[config.mk]
export PLATFORM = sky130hd
export DESIGN_NAME = spi_byte_engine
export DESIGN_NICKNAME = d
export VERILOG_FILES = /design/src/rtl/spi_eng_pkg.sv /design/src/rtl/spi_half_timer.sv /design/src/rtl/spi_bit_phase.sv /design/src/rtl/spi_shifter.sv /design/src/rtl/spi_cs_decode.sv /design/src/rtl/spi_byte_engine.sv
export SDC_FILE = /design/constraint.sdc
export NUM_CORES = 1
export LEC_CHECK = 0
export ABC_CLOCK_PERIOD_IN_PS = 3800
export CORE_ASPECT_RATIO = 0.9
export CORE_MARGIN = 5
export CORE_UTILIZATION = 60
export DETAILED_ROUTE_END_ITERATION = 16
export DONT_BUFFER_PORTS = 1
export GPL_TIMING_DRIVEN = 0
export MAX_ROUTING_LAYER = met4
export PLACE_DENSITY = 0.76
export SLEW_MARGIN = 10
export SYNTH_ARGS = -nofsm -noshare
export SYNTH_HDL_FRONTEND = slang
export SYNTH_SLANG_ARGS = --single-unit
[constraint.sdc]
create_clock -name clk_i -period 3.8 [get_ports clk_i]
set_input_delay 0.38 -clock clk_i [delete_from_list [all_inputs] [get_ports clk_i]]
set_output_delay 0.38 -clock clk_i [all_outputs]
set_load 0.005 [all_outputs]
[src/rtl/spi_eng_pkg.sv]
package spi_eng_pkg;
  typedef enum logic {
    ST_IDLE  = 1'b0,
    ST_SHIFT = 1'b1
  } eng_state_e;
endpackage

[src/rtl/spi_half_timer.sv]
module spi_half_timer #(
  parameter int DIV_W = 16
) (
  input  logic             clk_i,
  input  logic             rst_ni,
  input  logic             run_i,
  input  logic             load_i,
  input  logic [DIV_W-1:0] div_i,
  output logic             tick_o
);
  logic [DIV_W-1:0] half_d, half_q, cnt_q;

  // even divider: drop bit 0, 1 acts as 2, 0 acts as 2**DIV_W
  always_comb begin
    if (div_i == '0)                    half_d = {1'b1, {(DIV_W-1){1'b0}}};
    else if (div_i[DIV_W-1:1] == '0)    half_d = DIV_W'(1);
    else                                half_d = {1'b0, div_i[DIV_W-1:1]};
  end

  assign tick_o = run_i && (cnt_q == half_q - DIV_W'(1));

  always_ff @(posedge clk_i or negedge rst_ni) begin
    if (!rst_ni) begin
      half_q <= DIV_W'(1);
      cnt_q  <= '0;
    end else if (load_i) begin
      half_q <= half_d;
      cnt_q  <= '0;
    end else if (!run_i || tick_o) begin
      cnt_q  <= '0;
    end else begin
      cnt_q  <= cnt_q + DIV_W'(1);
    end
  end
endmodule

[src/rtl/spi_bit_phase.sv]
module spi_bit_phase #(
  parameter int BITS = 8
) (
  input  logic clk_i,
  input  logic rst_ni,
  input  logic run_i,
  input  logic load_i,
  input  logic tick_i,
  output logic lead_o,
  output logic first_lead_o,
  output logic trail_o,
  output logic last_data_o,
  output logic end_o,
  output logic sclk_act_o
);
  localparam int DATA_PH = 2 * BITS;
  localparam int PH_N    = DATA_PH + 2;
  localparam int PH_W    = $clog2(PH_N);

  logic [PH_W-1:0] ph_q;
  logic            in_data;

  assign in_data      = ph_q < PH_W'(DATA_PH);
  assign lead_o       = tick_i && !ph_q[0] && in_data;
  assign first_lead_o = tick_i && (ph_q == '0);
  assign trail_o      = tick_i && ph_q[0] && in_data;
  assign last_data_o  = tick_i && (ph_q == PH_W'(DATA_PH - 1));
  assign end_o        = tick_i && (ph_q == PH_W'(PH_N - 1));
  assign sclk_act_o   = run_i && ph_q[0] && in_data;

  always_ff @(posedge clk_i or negedge rst_ni) begin
    if (!rst_ni)                 ph_q <= '0;
    else if (load_i || !run_i)   ph_q <= '0;
    else if (tick_i)             ph_q <= end_o ? '0 : ph_q + PH_W'(1);
  end
endmodule

[src/rtl/spi_shifter.sv]
module spi_shifter #(
  parameter int BITS = 8
) (
  input  logic            clk_i,
  input  logic            rst_ni,
  input  logic            load_i,
  input  logic [BITS-1:0] tx_byte_i,
  input  logic            shift_i,
  input  logic            sample_i,
  input  logic            din_i,
  input  logic            push_i,
  input  logic            rx_ready_i,
  output logic            sdo_o,
  output logic [BITS-1:0] rx_data_o,
  output logic            rx_valid_o
);
  logic [BITS-1:0] tx_sr_q, rx_sr_q, rx_next;

  assign rx_next = {rx_sr_q[BITS-2:0], din_i};
  assign sdo_o   = tx_sr_q[BITS-1];

  always_ff @(posedge clk_i or negedge rst_ni) begin
    if (!rst_ni)       tx_sr_q <= '0;
    else if (load_i)   tx_sr_q <= tx_byte_i;
    else if (shift_i)  tx_sr_q <= {tx_sr_q[BITS-2:0], 1'b0};
  end

  always_ff @(posedge clk_i or negedge rst_ni) begin
    if (!rst_ni)        rx_sr_q <= '0;
    else if (sample_i)  rx_sr_q <= rx_next;
  end

  // one-byte output slot; the top only starts a byte when it will be free
  always_ff @(posedge clk_i or negedge rst_ni) begin
    if (!rst_ni) begin
      rx_data_o  <= '0;
      rx_valid_o <= 1'b0;
    end else if (push_i) begin
      rx_data_o  <= sample_i ? rx_next : rx_sr_q;
      rx_valid_o <= 1'b1;
    end else if (rx_valid_o && rx_ready_i) begin
      rx_valid_o <= 1'b0;
    end
  end
endmodule

[src/rtl/spi_cs_decode.sv]
module spi_cs_decode #(
  parameter int CS_N  = 3,
  parameter int SEL_W = 2
) (
  input  logic             active_i,
  input  logic             cs_pol_i,
  input  logic [SEL_W-1:0] cs_sel_i,
  output logic [CS_N-1:0]  cs_o
);
  for (genvar g = 0; g < CS_N; g++) begin : g_cs
    assign cs_o[g] = (active_i && (cs_sel_i == SEL_W'(g))) ? cs_pol_i : ~cs_pol_i;
  end
endmodule

[src/rtl/spi_byte_engine.sv]
module spi_byte_engine #(
  parameter int DIV_W = 16,
  parameter int BITS  = 8,
  parameter int CS_N  = 3,
  parameter int SEL_W = $clog2(CS_N + 1)
) (
  input  logic             clk_i,
  input  logic             rst_ni,
  input  logic [DIV_W-1:0] clk_div_i,
  input  logic             cpol_i,
  input  logic             cpha_i,
  input  logic             cs_pol_i,
  input  logic             rd_en_i,
  input  logic             active_i,
  input  logic [SEL_W-1:0] cs_sel_i,
  input  logic [BITS-1:0]  tx_data_i,
  input  logic             tx_valid_i,
  output logic             tx_ready_o,
  output logic [BITS-1:0]  rx_data_o,
  output logic             rx_valid_o,
  input  logic             rx_ready_i,
  output logic             sclk_o,
  output logic             sdo_o,
  output logic             sdo_oe_o,
  input  logic             sdo_i,
  input  logic             sdi_i,
  output logic [CS_N-1:0]  cs_o,
  output logic             busy_o
);
  import spi_eng_pkg::*;

  eng_state_e state_q, state_d;
  logic run, tick, lead, first_lead, trail, last_data, byte_end, sclk_act;
  logic rx_free, slot_open, load, shift_en, sample_en, din;

  assign run       = (state_q == ST_SHIFT);
  assign rx_free   = !rx_valid_o || rx_ready_i;
  assign slot_open = active_i && rx_free && (!run || byte_end);
  assign load      = slot_open && tx_valid_i;
  assign tx_ready_o = slot_open;

  always_comb begin
    state_d = state_q;
    if (!active_i)      state_d = ST_IDLE;
    else if (load)      state_d = ST_SHIFT;
    else if (byte_end)  state_d = ST_IDLE;
  end

  always_ff @(posedge clk_i or negedge rst_ni) begin
    if (!rst_ni) state_q <= ST_IDLE;
    else         state_q <= state_d;
  end

  // same clock waveform for both phases; only the shift/sample edge swaps
  assign shift_en  = cpha_i ? (lead && !first_lead) : trail;
  assign sample_en = cpha_i ? trail : lead;
  assign din       = rd_en_i ? sdo_i : sdi_i;

  spi_half_timer #(.DIV_W(DIV_W)) u_timer (
    .clk_i  (clk_i),
    .rst_ni (rst_ni),
    .run_i  (run),
    .load_i (load),
    .div_i  (clk_div_i),
    .tick_o (tick)
  );

  spi_bit_phase #(.BITS(BITS)) u_phase (
    .clk_i        (clk_i),
    .rst_ni       (rst_ni),
    .run_i        (run),
    .load_i       (load),
    .tick_i       (tick),
    .lead_o       (lead),
    .first_lead_o (first_lead),
    .trail_o      (trail),
    .last_data_o  (last_data),
    .end_o        (byte_end),
    .sclk_act_o   (sclk_act)
  );

  spi_shifter #(.BITS(BITS)) u_shift (
    .clk_i      (clk_i),
    .rst_ni     (rst_ni),
    .load_i     (load),
    .tx_byte_i  (tx_data_i),
    .shift_i    (shift_en),
    .sample_i   (sample_en),
    .din_i      (din),
    .push_i     (last_data),
    .rx_ready_i (rx_ready_i),
    .sdo_o      (sdo_o),
    .rx_data_o  (rx_data_o),
    .rx_valid_o (rx_valid_o)
  );

  spi_cs_decode #(.CS_N(CS_N), .SEL_W(SEL_W)) u_cs (
    .active_i (active_i),
    .cs_pol_i (cs_pol_i),
    .cs_sel_i (cs_sel_i),
    .cs_o     (cs_o)
  );

  assign sclk_o   = cpol_i ^ sclk_act;
  assign sdo_oe_o = !rd_en_i;
  assign busy_o   = run;
endmodule

* Yosys cells after proc, flatten, opt, wreduce, memory -nomap -nowiden
Cells that the tools add are included.
Operators by class: add/sub/neg operators 3, $lt $le $gt $ge 1, equal/unequal tests 6, mux-type cells 21, bitwise logic cells 2, reduce and logical (&&, ||, !) cells 34
Operator list (number):
- two-way mux 16 bit | 3
- two-way mux 8 bit | 3
- logical AND 1 bit | 18
- adder 16 x 1 -> 16 bit, second input constant | 1
- == test 16 bit | 1
- zero test 16 bit | 1
- subtractor 16 x 1 -> 16 bit, second input constant | 1
- zero test 15 bit | 1
- two-way mux 15 bit | 1
- two-way mux 5 bit | 3
- two-way mux 1 bit | 11
- nonzero test 2 bit | 3
- adder 5 x 1 -> 5 bit, second input constant | 1
- == test 5 x 4 -> 1 bit, second input constant | 1
- == test 5 bit, second input constant | 1
- zero test 1 bit | 5
- zero test 5 bit | 1
- less-than comparator 5 bit, second input constant | 1
- logical OR 1 bit | 4
- inequality test 3 x 1 -> 1 bit, second input constant | 1
- == test 2 x 1 -> 1 bit, second input constant | 1
- == test 2 bit, second input constant | 1
- zero test 2 bit | 1
- NOT 1 bit | 1
- XOR 1 bit | 1
Word-level totals: register bits 63, bits of input ports 37, output and inout port bits 17, word-level logic and storage cells 75

* Longest topological paths before layout
word-level depth 9, gate-level depth with buffers 10, mapped depth without buffers 9

* Modules after synthesis
Synthesis repeated with hierarchy kept, for this count alone.
Second synthesis, totals: cell total of the unflattened synthesis 338, area total of the unflattened synthesis 3747.3 µm²
By module, submodules not included:
- spi_half_timer | times used 1, cells each 209, area an instance 2150.8 µm², sequential area each 802.0 µm²
- spi_shifter | times used 1, cells each 71, area an instance 1048.5 µm², sequential area each 625.6 µm²
- spi_bit_phase | times used 1, cells each 38, area an instance 352.8 µm², sequential area each 125.1 µm²
- spi_byte_engine | times used 1, cells each 14, area an instance 141.4 µm², sequential area each 25.0 µm²
- spi_cs_decode | times used 1, cells each 6, area an instance 53.8 µm², sequential area each 0.0 µm²

* Least setup slack after synthesis
OpenSTA, ideal clock, no wires.
path kind register -> register, start point reg u_timer.half_q[1], end point reg u_shift.tx_sr_q[1], setup time 0.125 ns, arrival 3.113 ns, data required time 3.675 ns, path slack 0.562 ns, cell stages (with the launch flop) 8, path buffers 0, cell sequence dfrtp_1 or4_4 or3_4 a2111oi_4 o311ai_2 nor4b_2 mux2_2 mux2_4
Between the ends: longest elaborated chain between the ends 8, elaborated cells on any way between the ends 17, classes of those cells add/sub: 1; eq/ne: 1; mux: 2; reduce/logical: 13
RTL lines:
- from (decl) | RTL line spi_half_timer.sv:11 | logic [DIV_W-1:0] half_d, half_q, cnt_q;
- from (signal assigned) | RTL line spi_half_timer.sv:27 | half_q <= half_d;
- subtractor 16 x 1 -> 16 bit * | RTL line spi_half_timer.sv:20 | assign tick_o = run_i && (cnt_q == half_q - DIV_W'(1));
- == test 16 bit * | RTL line spi_half_timer.sv:20
- logical AND 1 bit * | RTL line spi_half_timer.sv:20
- logical AND 1 bit, on equally long branches | RTL line spi_bit_phase.sv:24, spi_bit_phase.sv:25, spi_bit_phase.sv:28
- logical AND 1 bit (tied with other cells) | RTL line spi_bit_phase.sv:24 | assign lead_o = tick_i && !ph_q[0] && in_data;
- logical AND 1 bit, on equally long branches | RTL line spi_byte_engine.sv:55, spi_byte_engine.sv:38
- two-way mux 1 bit or logical AND 1 bit (tied branches) | RTL line spi_byte_engine.sv:55, spi_byte_engine.sv:39
- nonzero test 2 bit (no line) or two-way mux 8 bit (tied branches)
- to (signal assigned) | RTL line spi_shifter.sv:24 | else if (load_i) tx_sr_q <= tx_byte_i;
- to (signal assigned) | RTL line spi_shifter.sv:25 | else if (shift_i) tx_sr_q <= {tx_sr_q[BITS-2:0], 1'b0};
- to (decl) | RTL line spi_shifter.sv:17 | logic [BITS-1:0] tx_sr_q, rx_sr_q, rx_next;
Every way passes the cells marked *; elsewhere a longest branch is shown, timed or not. A chain may end at the register's enable or synchronous reset.

* Worst setup path after layout
start point reg u_timer.half_q[1], end point reg u_shift.rx_data_o[7]
Between the ends: longest elaborated chain between the ends 7, elaborated cells on any way between the ends 10, classes of those cells add/sub: 1; eq/ne: 1; mux: 2; reduce/logical: 6
RTL lines:
- subtractor 16 x 1 -> 16 bit * | RTL line spi_half_timer.sv:20
- == test 16 bit * | RTL line spi_half_timer.sv:20
- logical AND 1 bit * | RTL line spi_half_timer.sv:20
- logical AND 1 bit, on equally long branches (2 in series) | RTL line spi_bit_phase.sv:24, spi_bit_phase.sv:26
- two-way mux 1 bit | RTL line spi_byte_engine.sv:56 | assign sample_en = cpha_i ? trail : lead;
- two-way mux 8 bit | RTL line spi_shifter.sv:39 | rx_data_o <= sample_i ? rx_next : rx_sr_q;
- to (signal assigned) | RTL line spi_shifter.sv:39
- to (decl) | RTL line spi_shifter.sv:14 | output logic [BITS-1:0] rx_data_o,
Marks and branches as above.

==> metrics.yaml <==
drt:
  detail-route-antenna-nets: 0
  vias_per_cell: 6.02
  routed.top_layer: "met4"
  met2_length_um: 3660
  routedLengthMet1_um: 3440
  num_vias: 2509
  drc: 0
  wl_per_cell_um: 18.4
  dr.pass1.iters: 5
  route.met3.wl_um: 500
  routed_wl_um: 7660
  dr.first_iter.drc_count: 139
die:
  die_width_um: 92.7
  ios: 54
  core_um2: 6050
  rows: 27
  initial_core_util_pct: 61.1
  die-area_um2: 7830
  dieHeight_um: 84.4
grt:
  antenna_found_initial: 0
  grt_first_pass_wirelength_um: 12700
  grt_max_degree: 64
  grt_pass1_vias: 2559
  overflow: 0
  grt_usage_pct: 21.4
place:
  gp_congestion: 0.875
  port_buffers: 0
  dp.final_hpwl_um: 5750
  dpl.cell_count: 399
logic_synthesis:
  ys.flop_type: "dfrtp_1"
  syn_area_per_cell_um2: 11.3
  syn_area_um2: 3690
  synth-edff-count: 0
  ys_types: 57
  synth_area_leader_cell: "dfrtp_1"
  synthArstFlopShare_pct: 100
  ys_seq_area_share_pct: 42.7
  synth_nets: 370
  syn_inst: 327
  synth_top_area_share_pct: 42.0
  yosys-top-cells-count: "dfrtp_1 (62), mux2_2 (29), nor2_1 (29), xor2_1 (21)"
  ys_ff_latch: 63
  netlist_top_cells_area: "dfrtp_1 (42%), mux2_2 (8.8%), mux2_4 (7.3%)"
  yosysWarningCount: 0
  yosysMostFrequentCell: "dfrtp_1"
power:
  switching_share_pct: 31.5
  combPwrFrac_pct: 21.9
  netSwitchingPower_uw: 528
  leakage_nw: 1.74
  pwr-share-clk_pct: 30.3
  pwr-share-seq_pct: 47.8
  peakVddDrop_v: 0.000301
  intPower_mw: 1.15
  p_per_area_nw_per_um2: 419
critical_path:
  cp-end-kind: "register"
  start_kind: "register"
  startpoint: "u_timer.half_q[1]$_DFFE_PN0N_"
  worstPathMaxFanout: 8
  reg2reg_setup_slack_ns: 0.28
  crit_arrival_ns: 3.76
  r2r-start: "u_timer.half_q[1]$_DFFE_PN0N_"
  regToRegEndpoint: "u_shift.rx_data_o[7]$_DFFE_PN0P_"
  critPathKind: "reg -> reg"
  crit_required_ns: 4.03
  worstRegToRegCells: 9
cts:
  clk_pin_slew_worst_paths_ns: 0.07
  cts_tree: "built"
  cts_buffers: 9
  cts_setup_buffers: 0
  root_buffer: "clkbuf_8"
  ctsHtreeMaxLevel: 3
  cts_max_path_buffers: 2
  cts_num_sinks: 63
  clkLatencyLatePin_ns: 0.34
sta:
  slew_headroom_pct: 59.0
  finalHoldViolations: 0
  fin_tns_setup_ns: 0
  setup-violations-final: 0
  fmax_mhz: 284
  clock_skew_ns: 0.00746
  worst_pin_slew_ns: 0.613
  rsz0062_at_grt: "false"
  fin_crit_sh_pct: 92.7
  fin_crit_ns: 3.52
  drv_slew: 0
layout:
  stdcell_count: 417
  area_delta_synth_final_pct: 8.20
  diodes: 0
  nNetsFinal: 383
  nFillCells: 460
  drive_gt1_share_pct: 23.8
outcome:
  status: "complete, no violations"
hold_path:
  holdPathEnd: "u_timer.half_q[13]$_DFFE_PN0N_"
  hold-path-cell-count: 1
  min_from: "clk_div_i[14]"
  min_path_type: "in -> reg"
flow_run:
  cap_violations: 0
## power groups by stage
stage	Clock [mW]	Combinational (mW)	Sequential, mW
final	0.508	0.366	0.799
after global routing	0.548	0.398	0.808
after CTS	0.512	0.366	0.798
after detailed placement	0	0.345	0.809
after global placement	0	0.335	0.805
after floorplan	0	0.295	0.788
## critical path: stages (launching register included)
cell       delay (ns)
dfrtp_1          0.42
inv_1            0.07
ha_1             0.18
or3b_2           0.52
a2111oi_0        0.50
nor3_1           0.14
nand3b_1         0.29
nor4b_4          0.59
mux2_2           0.42
mux2_2           0.27
## through the flow
step,hold slack [ns],worst slack (ns),cell area [um^2],utilization (%),power (mW)
detailed placement,0.0866,0.0751,3780,62.6,1.15
global placement,0.0874,0.161,3780,62.6,1.14
floorplan,0.0844,0.562,3690,-,1.08
CTS,0.169,0.0733,3990,65.9,1.68
global route,0.158,0.0806,4000,66.1,1.75
finish,0.178,0.277,4000,66.1,1.67
## cell families after synthesis
family          synth area share, %
compound gates                 7.83
flops                          42.7
xor+xnor                       9.25
simple gates                   18.1
fa+ha+maj                      2.03
mux                            17.0
buf+inv                        3.15
## sequential cells by signal, indices dropped and copies added (netlist names)
name	cells
u_timer.cnt_q	16
u_timer.half_q	16
u_shift.rx_data_o	8
u_shift.rx_sr_q	8
u_shift.tx_sr_q	8
u_phase.ph_q	5
busy_o	1
u_shift.rx_valid_o	1
## cells in the final DEF (no fill, tap or decap), drive strengths merged, types with 5 or more instances in the layout
master / count
and3: 7
nand3: 14
inv: 12
clkbuf: 16
a21oi: 6
nor4: 7
ha: 6
buf: 5
xnor2: 18
dfrtp: 62
nand2b: 7
or4: 6
nand2: 12
nor2: 30
nor3: 11
mux2: 47
xor2: 21
## layout make-up
cell class	count	area, um^2	area share, %
Inverter	12	45.0	1.13
Clock inverter	6	38.8	0.971
Clock buffer	10	128	3.19
Tap cell	72	90.1	2.25
Timing Repair Buffer	2	37.5	0.939
Multi-Input combinational cell	242	2010	50.3
Sequential cell	63	1580	39.5
Buffer	10	71.3	1.78
## layer usage
| layer | vias to the layer above | global-route usage [%] |
|---|---|---|
| li1 | 1195 | - |
| met1 | 1252 | 26.7 |
| met2 | 55 | 33.9 |
| met3 | 7 | 8.06 |
| met4 | 0 | 3.73 |
| met5 | - | - |
## repair_timing
action	CTS	global route
hold buffers	2	0
endpoints found under the setup margin	0	7
gates resized for setup	0	1
hold endpoints to repair	63	0
## worst max path at each step
stage,end,slack (ns)
floorplan,u_shift.tx_sr_q[1]$_DFFE_PN0P_,0.56
global placement,u_shift.tx_sr_q[2]$_DFFE_PN0P_,0.16
detailed placement,u_shift.tx_sr_q[2]$_DFFE_PN0P_,0.08
CTS,u_shift.tx_sr_q[2]$_DFFE_PN0P_,0.07
global route,u_shift.rx_data_o[7]$_DFFE_PN0P_,0.08
finish,u_shift.rx_data_o[7]$_DFFE_PN0P_,0.28
No activity file was read; power rests on OpenSTA's default activity.
